[config.mk]
export PLATFORM = sky130hd
export DESIGN_NAME = txcp_irq_regs
export DESIGN_NICKNAME = d
export VERILOG_FILES = /design/src/rtl/txcp_irq_pkg.sv /design/src/rtl/txcp_sticky_bits.sv /design/src/rtl/txcp_ctrl_reg.sv /design/src/rtl/txcp_irq_rollup.sv /design/src/rtl/txcp_irq_regs.sv
export SDC_FILE = /design/constraint.sdc
export NUM_CORES = 1
export LEC_CHECK = 0
export CORE_MARGIN = 5
export CORE_UTILIZATION = 31
export DETAILED_ROUTE_END_ITERATION = 10
export PLACE_DENSITY_LB_ADDON = 0.05
export SLEW_MARGIN = 20
export SYNTH_ARGS = -nofsm -noshare
export SYNTH_HDL_FRONTEND = slang
export SYNTH_SLANG_ARGS = --single-unit
[constraint.sdc]
create_clock -name clk -period 2.3 [get_ports clk]
set_input_delay 0.69 -clock clk [delete_from_list [all_inputs] [get_ports clk]]
set_output_delay 0.69 -clock clk [all_outputs]
set_load 0.1 [all_outputs]
[src/rtl/txcp_irq_pkg.sv]
package txcp_irq_pkg;
  localparam int NSRC = 3;
  // source index = position in the status field of the local register
  localparam int SRC_ALIGN = 0;
  localparam int SRC_OVR   = 1;
  localparam int SRC_PERR  = 2;
  // local register control bit positions
  localparam int BIT_FRST     = 7;
  localparam int BIT_DISC     = 6;
  localparam int BIT_EN_LO    = 2;   // enables occupy [BIT_EN_LO +: NSRC]
  localparam int DATA_W       = 8;

  function automatic logic any_enabled(input logic [NSRC-1:0] st,
                                       input logic [NSRC-1:0] en);
    return |(st & en);
  endfunction

  function automatic logic [DATA_W-1:0] local_image(input logic [NSRC-1:0] st,
                                                    input logic [NSRC-1:0] en,
                                                    input logic            disc);
    logic [DATA_W-1:0] img;
    img = '0;
    img[BIT_DISC]          = disc;
    img[BIT_EN_LO+1]       = en[SRC_OVR];
    img[BIT_EN_LO+2]       = en[SRC_PERR];
    img[NSRC-1:0]          = st;   // status overlays the alignment enable
    return img;
  endfunction

  function automatic logic [DATA_W-1:0] top_image(input logic sum, input int pos);
    logic [DATA_W-1:0] img;
    img      = '0;
    img[pos] = sum;
    return img;
  endfunction
endpackage

[src/rtl/txcp_sticky_bits.sv]
module txcp_sticky_bits #(
  parameter int N = 3
) (
  input  logic         clk,
  input  logic         rst_n,
  input  logic [N-1:0] evt,
  input  logic         clr,
  output logic [N-1:0] stat
);
  logic [N-1:0] stat_q;

  generate
    for (genvar i = 0; i < N; i++) begin : g_bit
      always_ff @(posedge clk) begin
        if (!rst_n) stat_q[i] <= 1'b0;
        else        stat_q[i] <= (stat_q[i] & ~clr) | evt[i];
      end

      AST_EVT_SETS: assert property (@(posedge clk) disable iff (!rst_n)
        evt[i] |=> stat_q[i]);
      AST_COLLIDE_KEEPS: assert property (@(posedge clk) disable iff (!rst_n)
        (evt[i] && clr) |=> stat_q[i]);
      AST_HOLD_UNTIL_CLR: assert property (@(posedge clk) disable iff (!rst_n)
        (stat_q[i] && !clr) |=> stat_q[i]);
      AST_CLR_WORKS: assert property (@(posedge clk) disable iff (!rst_n)
        (clr && !evt[i]) |=> !stat_q[i]);
    end
  endgenerate

  assign stat = stat_q;
endmodule

[src/rtl/txcp_ctrl_reg.sv]
module txcp_ctrl_reg
  import txcp_irq_pkg::*;
(
  input  logic              clk,
  input  logic              rst_n,
  input  logic              wr_hit,
  input  logic [DATA_W-1:0] wdata,
  output logic [NSRC-1:0]   en,
  output logic              disc,
  output logic              fifo_rst
);
  logic [NSRC-1:0] en_q;
  logic            disc_q;
  logic            frst_q;
  logic            frst_req;

  assign frst_req = wr_hit & wdata[BIT_FRST];

  always_ff @(posedge clk) begin
    if (!rst_n) begin
      en_q   <= '0;
      disc_q <= 1'b0;
      frst_q <= 1'b0;
    end else begin
      frst_q <= frst_req;
      if (wr_hit) begin
        en_q   <= wdata[BIT_EN_LO +: NSRC];
        disc_q <= wdata[BIT_DISC];
      end
    end
  end

  assign en       = en_q;
  assign disc     = disc_q;
  assign fifo_rst = frst_q;

  AST_FRST_CAUSED: assert property (@(posedge clk) disable iff (!rst_n)
    fifo_rst |-> $past(frst_req));
  AST_FRST_FOLLOWS: assert property (@(posedge clk) disable iff (!rst_n)
    frst_req |=> fifo_rst);
  AST_CTRL_STABLE: assert property (@(posedge clk) disable iff (!rst_n)
    !wr_hit |=> ($stable(en) && $stable(disc)));
endmodule

[src/rtl/txcp_irq_rollup.sv]
module txcp_irq_rollup
  import txcp_irq_pkg::*;
(
  input  logic [NSRC-1:0] stat,
  input  logic [NSRC-1:0] en,
  output logic            summary,
  output logic            irq_n
);
  always_comb begin
    summary = any_enabled(stat, en);
    irq_n   = ~summary;
  end
endmodule

[src/rtl/txcp_irq_regs.sv]
module txcp_irq_regs
  import txcp_irq_pkg::*;
#(
  parameter int              ADDR_W     = 8,
  parameter logic [ADDR_W-1:0] LOCAL_ADDR = 8'h6E,
  parameter logic [ADDR_W-1:0] TOP_ADDR   = 8'h05,
  parameter int              TOP_BIT    = 3
) (
  input  logic              clk,
  input  logic              rst_n,
  input  logic [ADDR_W-1:0] bus_addr,
  input  logic              bus_wr,
  input  logic              bus_rd,
  input  logic [7:0]        bus_wdata,
  output logic [7:0]        bus_rdata,
  input  logic              ev_perr,
  input  logic              ev_ovr,
  input  logic              ev_align,
  output logic              fifo_rst,
  output logic              discard_on_perr,
  output logic              irq_n
);
  logic            hit_local;
  logic            hit_top;
  logic            wr_local;
  logic            rd_clear;
  logic [NSRC-1:0] evt;
  logic [NSRC-1:0] stat;
  logic [NSRC-1:0] en;
  logic            disc;
  logic            summary;

  assign hit_local = (bus_addr == LOCAL_ADDR);
  assign hit_top   = (bus_addr == TOP_ADDR);
  assign wr_local  = bus_wr & hit_local;
  assign rd_clear  = bus_rd & hit_local;

  always_comb begin
    evt            = '0;
    evt[SRC_ALIGN] = ev_align;
    evt[SRC_OVR]   = ev_ovr;
    evt[SRC_PERR]  = ev_perr;
  end

  txcp_sticky_bits #(.N(NSRC)) i_sticky (
    .clk  (clk),
    .rst_n(rst_n),
    .evt  (evt),
    .clr  (rd_clear),
    .stat (stat)
  );

  txcp_ctrl_reg i_ctrl (
    .clk     (clk),
    .rst_n   (rst_n),
    .wr_hit  (wr_local),
    .wdata   (bus_wdata),
    .en      (en),
    .disc    (disc),
    .fifo_rst(fifo_rst)
  );

  txcp_irq_rollup i_rollup (
    .stat   (stat),
    .en     (en),
    .summary(summary),
    .irq_n  (irq_n)
  );

  always_comb begin
    bus_rdata = '0;
    if (bus_rd) begin
      if (hit_local)    bus_rdata = local_image(stat, en, disc);
      else if (hit_top) bus_rdata = top_image(summary, TOP_BIT);
    end
  end

  assign discard_on_perr = disc;

  AST_IRQ_NEEDS_EN: assert property (@(posedge clk) disable iff (!rst_n)
    (en == '0) |-> irq_n);
  AST_IRQ_NEEDS_STATUS: assert property (@(posedge clk) disable iff (!rst_n)
    !irq_n |-> (stat != '0));
  AST_TOP_AGREES: assert property (@(posedge clk) disable iff (!rst_n)
    (bus_rd && hit_top) |-> (bus_rdata[TOP_BIT] == !irq_n));
  AST_FRST_READS_ZERO: assert property (@(posedge clk) disable iff (!rst_n)
    bus_rd |-> !bus_rdata[BIT_FRST]);
  AST_TOP_NO_CLEAR: assert property (@(posedge clk) disable iff (!rst_n)
    (bus_rd && !hit_local && stat != '0 && evt == '0) |=> $stable(stat));
endmodule

==> run metrics, run 1 <==
routed vias/inst 4.788; DR WL/cell 12.00 µm; initial antenna violation count 0; CTS tree built; met2 usage 20.33%; HPWL after DPL 1.001 mm; skew final 0 ns; CTS H-tree lvls 1; distinct cell type count after synthesis 21; fillers 130; Syn Area/Cell 8.253 µm²; post-layout util 64.33%; floorplan row count 13; post-synthesis mux area share 9.329%; CP Data Arrival Time 1.77 ns; RD Place Congestion 0.6961; fin. max-slew vios 0; total grt overflow 0; diode count 0; DR iter-0 viols 5; Clock power frac 33.4%; Placed Cells 96; most common cell after layout, fill and taps aside nand2_1; run status finished, violations left; Layout Nets 109; PortBufs 28; Reg clk slew, reported paths 0.05 ns; r2r setup slk 1.65 ns; DR pass1 iterations 5; fraction of layout cells with a size suffix above 1 41.67%; vias in the first global route 474; mapped cell area 429.2 µm²; Register Area 160.2 µm²; Internal 237.0 µW; actual slew at the worst max-slew pin 0.5016 ns; Final Non-Filler Cells 99; Starting Density 32.98%; FF+latch count, synth 8; Setup Viol. Count Final 6; XOR/XNOR share of the synthesized area 0%; pre-CTS setup slack -0.5319 ns; GRT Overall Usage 12.38%; post-CTS setup buffers 0; worst endpoint required time 1.61 ns; Final Cycle Share 106.8%; final hold viol count 0; Comb power frac 20.4%; Crit. End Element output port; grt met3 use 5.364%; Multi-input gate area 279.0 µm²; fmax 407.3 MHz; post-route minimum period 2.455 ns; Clock Tree Buf Depth 2; adder-cell area share of the yosys netlist 0%; DR vias 474; Core ar. 1301 µm²; Final ANT Viol Nets 0; Ports 34; Psw 82.40 µW; compound-cell area share of the yosys netlist 7.580%; Clock Sinks 8; post-synthesis sequential area ratio 37.32%; number of remaining DRC errors 0; max_cap viols 0; Die Span X 47.21 µm; DP Area 827.0 µm²; GRT met1 Usage 14.06%; relative slew slack 66.46%; Static Leak 0.3470 nW; Post-Synth Simple-Gate Area 38.19%; Die Y 47.21 µm; area of the die 2228 µm²; CP Class in2out; most frequent cells in the layout 14 x nand2_1, 10 x clkdlybuf4s50_1, 8 x dfxtp_1, 7 x buf_12, 7 x buf_4; hold_ws 0.4635 ns; CTS buffer count 3; ranking of synthesized cells by area dfxtp_1 37%, nand2_1 12%, mux2i_1 9.3%; RSZ-0062 raised after global routing yes; largest net degree at the start of global routing 16; Seq pwr share 46.2%; CP max FO 2; P per Cell Area 381.6 nW/µm²; combinational family with the most area after synthesis simple AND/OR/NAND/NOR gates; failing checks setup timing; area added between synthesis and finish 95.04%; Yosys warnings 0; GR peak layer met2; largest area contributor in the netlist dfxtp_1; worst vdd ir 0.2061 mV; Clk Latency, worst-skew pair 0.25 ns; Mapped Cells 52; Net Sw Frac 25.80%; Routed WL 1.188 mm; final worst slack -0.1555 ns; post-route cell area 837.1 µm²; setup TNS -0.3236 ns; Final Power 319.4 µW; Hold WC Path Type reg2reg; share of the synthesized area in the top cell type 37.32%; first-pass GRT wire length 1.959 mm; CP startpoint kind input port; root buf cell clkbuf_4
[flip-flops by register name, indices dropped and copies added, names as in the netlist]
signal / cells
i_ctrl.fifo_rst: 1
i_sticky.stat: 3
i_ctrl.disc: 1
i_ctrl.en: 3
[layer usage]
layer,vias up,part of all wire (%)
met1,211,39
met2,23,47
met3,0,14
li1,240,-
met4,0,0
met5,-,0
[worst paths after layout]
check | cells after the start | from | end
setup reg to reg | 2 | i_sticky.stat[2] | i_sticky.stat[2]
hold / removal | 2 | i_ctrl.en[0] | i_ctrl.en[0]
hold reg to reg | 2 | i_ctrl.en[0] | i_ctrl.en[0]
setup / recovery | 5 | bus_addr[5] | bus_rdata[3]
[cell usage after synthesis]
library cell / instances
o21ai_0: 3
buf_2: 1
and2_1: 4
nor2_1: 1
and4b_1: 1
mux2i_1: 4
conb_1: 1
nor3b_2: 1
buf_4: 2
nand3_1: 2
or4_1: 1
a21boi_1: 1
clkbuf_2: 1
a222oi_1: 1
nand2_1: 14
and2_2: 1
nand4_1: 1
clkbuf_1: 1
and4_1: 2
nand4bb_1: 1
dfxtp_1: 8
[final cells by class]
type | instances | area share (%)
well taps | 15 | 2.242
clock buffers | 3 | 2.691
flip-flops and latches | 8 | 19.13
repair buffers | 33 | 42.60
multi-input cells | 40 | 33.33
[logic make-up after synthesis]
logic type             after synthesis
and+or+nand+nor                     29
DFF                                  8
AOI/OAI and AO/OA                    5
buffers and inverters                5
muxes                                4
other                                1
[timing repair]
item,in CTS,in global routing
pin swaps,12,4
gates resized for setup,38,2
hold buffers,0,0
endpoints found under the setup margin,6,6
[power by group through the flow]
stage	sequential, mW	clock, mW	combinational (mW)
after CTS	0.148	0.111	0.0656
after global routing	0.148	0.121	0.0702
after global placement	0.150	0	0.0668
after floorplan	0.150	0	0.0289
final	0.148	0.107	0.0651
after detailed placement	0.151	0	0.0678
[critical path, stage by stage]
cell and delay (ns):
buf_6 0.09, nand4bb_1 0.16, or4_4 0.44, a21boi_4 0.19
buf_12 0.19
Power figures use the tool's default switching activity.
==> run 2, diff against run 1 <==
Settings changed: GPL_TIMING_DRIVEN set to 0.
==> run 2 against run 1 <==
Compared with the run above:
- largest cell class unchanged
- global-route usage decreased by 0.47 points
- clock power about the same
- the run still ends with setup timing left
- hold slack improved by 0.0081 ns
- sequential share of layout area decreased by 0.11 points
- critical endpoint unchanged
- first-iteration DRC count increased by 60%
- sequential cell count unchanged
- die area unchanged
- routed wire length increased by 0.34%
- clock skew unchanged
- setup slack improved by 0.0047 ns
==> run metrics, run 2 (synthesis gave the netlist of run 1 again) <==
root buf cell clkbuf_4 (unchanged); HPWL after DPL 941.7 µm (was 1.001 mm); Final Power 322.7 µW (was 319.4 µW); actual slew at the worst max-slew pin 0.9630 ns (was 0.5016 ns); initial antenna violation count 0 (unchanged); Seq pwr share 45.7% (was 46.2%); Static Leak 0.3581 nW (was 0.3470 nW); R2R depth 2 (unchanged); routed vias/inst 4.794 (was 4.788); worst vdd ir 0.2092 mV (was 0.2061 mV); fraction of layout cells with a size suffix above 1 39.08% (was 41.67%); most common cell after layout, fill and taps aside nand2_1 (unchanged); first-pass GRT wire length 1.800 mm (was 1.959 mm); Setup Viol. Count Final 6 (unchanged); relative slew slack 36.05% (was 66.46%); Die Span X 47.21 µm (unchanged); Hold WC Path Type reg2reg (unchanged); Psw 84.40 µW (was 82.40 µW); RD Place Congestion 0.7429 (was 0.6961); number of remaining DRC errors 0 (unchanged); skew final 0 ns (unchanged); most frequent cells in the layout 14 x nand2_1, 10 x clkdlybuf4s50_1, 8 x dfxtp_1, 6 x buf_2, 6 x buf_12 (was 14 x nand2_1, 10 x clkdlybuf4s50_1, 8 x dfxtp_1, 7 x buf_12, 7 x buf_4); crit-path cells buf_6 -> nand4bb_1 -> or4_4 -> a21boi_4 -> buf_12 (unchanged); vias in the first global route 442 (was 474); CP max FO 2 (unchanged); P per Cell Area 383.2 nW/µm² (was 381.6 nW/µm²); RSZ-0062 raised after global routing yes (unchanged); Comb power frac 20.4% (about the same); CTS H-tree lvls 1 (unchanged); Final Cycle Share 106.6% (was 106.8%); DR pass1 iterations 4 (was 5); floorplan row count 13 (unchanged); Hold Path Stages 2 (unchanged); Starting Density 32.98% (unchanged); Crit. End Element output port (unchanged); DR iter-0 viols 8 (was 5); failing checks setup timing (unchanged); GRT Overall Usage 11.91% (was 12.38%); Clock power frac 33.9% (was 33.4%); hold_ws 0.4716 ns (was 0.4635 ns); fin. max-slew vios 0 (unchanged); run status finished, violations left (unchanged); CTS buffer count 3 (unchanged); Reg clk slew, reported paths 0.05 ns (about the same); largest net degree at the start of global routing 11 (was 16); Top delay family on crit path simple AND/OR/NAND/NOR gates (unchanged); Layout Nets 112 (was 109); max incr delay on CP 0.44 ns (about the same); post-route minimum period 2.451 ns (was 2.455 ns); Final ANT Viol Nets 0 (unchanged); CP Class in2out (unchanged); total grt overflow 0 (unchanged); Slowest-stage cell, CP or4_4 (unchanged); Ports 34 (unchanged); cts hold-fix bufs 0 (unchanged); final hold viol count 0 (unchanged); final worst slack -0.1508 ns (was -0.1555 ns); CP Data Arrival Time 1.76 ns (was 1.77 ns); fmax 408.0 MHz (was 407.3 MHz); PortBufs 28 (unchanged); Clock Sinks 8 (unchanged); area of the die 2228 µm² (unchanged); DR WL/cell 11.69 µm (was 12.00 µm); CP startpoint kind input port (unchanged); Clock Tree Buf Depth 2 (unchanged); CP Depth 5 (unchanged); Routed WL 1.192 mm (was 1.188 mm); Internal 238.3 µW (was 237.0 µW); CTS tree built (unchanged); Core ar. 1301 µm² (unchanged); Clk Latency, worst-skew pair 0.26 ns (was 0.25 ns); max_cap viols 0 (unchanged); Net Sw Frac 26.16% (was 25.80%); area added between synthesis and finish 96.21% (was 95.04%); DR vias 489 (was 474); diode count 0 (unchanged); Bufs and invs on worst path 2 (unchanged); Die Y 47.21 µm (unchanged); worst endpoint required time 1.61 ns (about the same)
[run 2: cell types whose count changed in the layout (fill, tap and decap cells not counted), sizes merged]
| cell | delta |
|---|---|
| buf | -1 |
| dlygate4sd2 | +2 |
| clkbuf | +2 |
[run 2: routing by layer]
| layer | share of wire (%) | up-vias | GRT usage, % |
|---|---|---|---|
| li1 | - | 248 | - |
| met3 | 11 | 5 | 5.364 |
| met5 | 0 | - | 0 |
| met4 | 3.4 | 0 | 9.945 |
| met2 | 44 | 26 | 19.24 |
| met1 | 41 | 210 | 11.54 |
[run 2: layout make-up]
type                    count  area [µm²]
flip-flops and latches      8       160.2
plain buffers               5       35.03
well taps                  15       18.77
fillers                   126       459.2
multi-input cells          40       276.5
clock buffers               3       22.52
repair buffers             31       329.1
[run 2: path summary, 6_finish.rpt]
kind	startpoint	endpoint	slack, ns
worst max-delay path	bus_addr[5]	bus_rdata[3]	-0.15
worst min-delay path	i_ctrl.en[0]	i_ctrl.en[0]	0.47
worst max register to register	i_sticky.stat[0]	i_sticky.stat[0]	1.68
worst min register to register	i_ctrl.en[0]	i_ctrl.en[0]	0.47
[run 2: power groups by stage]
stage / clock [mW] / combinational [mW] / sequential, mW
after detailed placement: 0 / 0.0664 / 0.150
after global routing: 0.119 / 0.0708 / 0.148
after global placement: 0 / 0.0664 / 0.150
after floorplan: 0 / 0.0289 / 0.150
final: 0.109 / 0.0659 / 0.147
after CTS: 0.114 / 0.0657 / 0.147
[run 2: tightest hold or removal path, cell delays in order (launching register included)]
cell and delay [ns]:
dfxtp_1 0.32, nand2_1 0.06, mux2i_1 0.05
[run 2: what timing repair did]
| action | in CTS | in global routing |
|---|---|---|
| pin swaps | 8 | 4 |
| resized for setup | 100 | 1 |
| setup buffers | 2 | 1 |
| endpoints found under the setup margin | 9 | 6 |
[run 2: metrics by stage]
step	TNS [ns]	setup WS, ns	util [%]	instances	cell area, µm²
global route	-0.8428	-0.1843	64.71	102	842.1
detailed placement	-8.766	-1.455	58.37	96	759.5
CTS	-0.6094	-0.2358	64.52	101	839.6
finish	-0.6185	-0.1508	64.71	102	842.1
global placement	-8.756	-1.457	58.37	96	759.5
floorplan	-2.993	-1.716	-	53	460.4
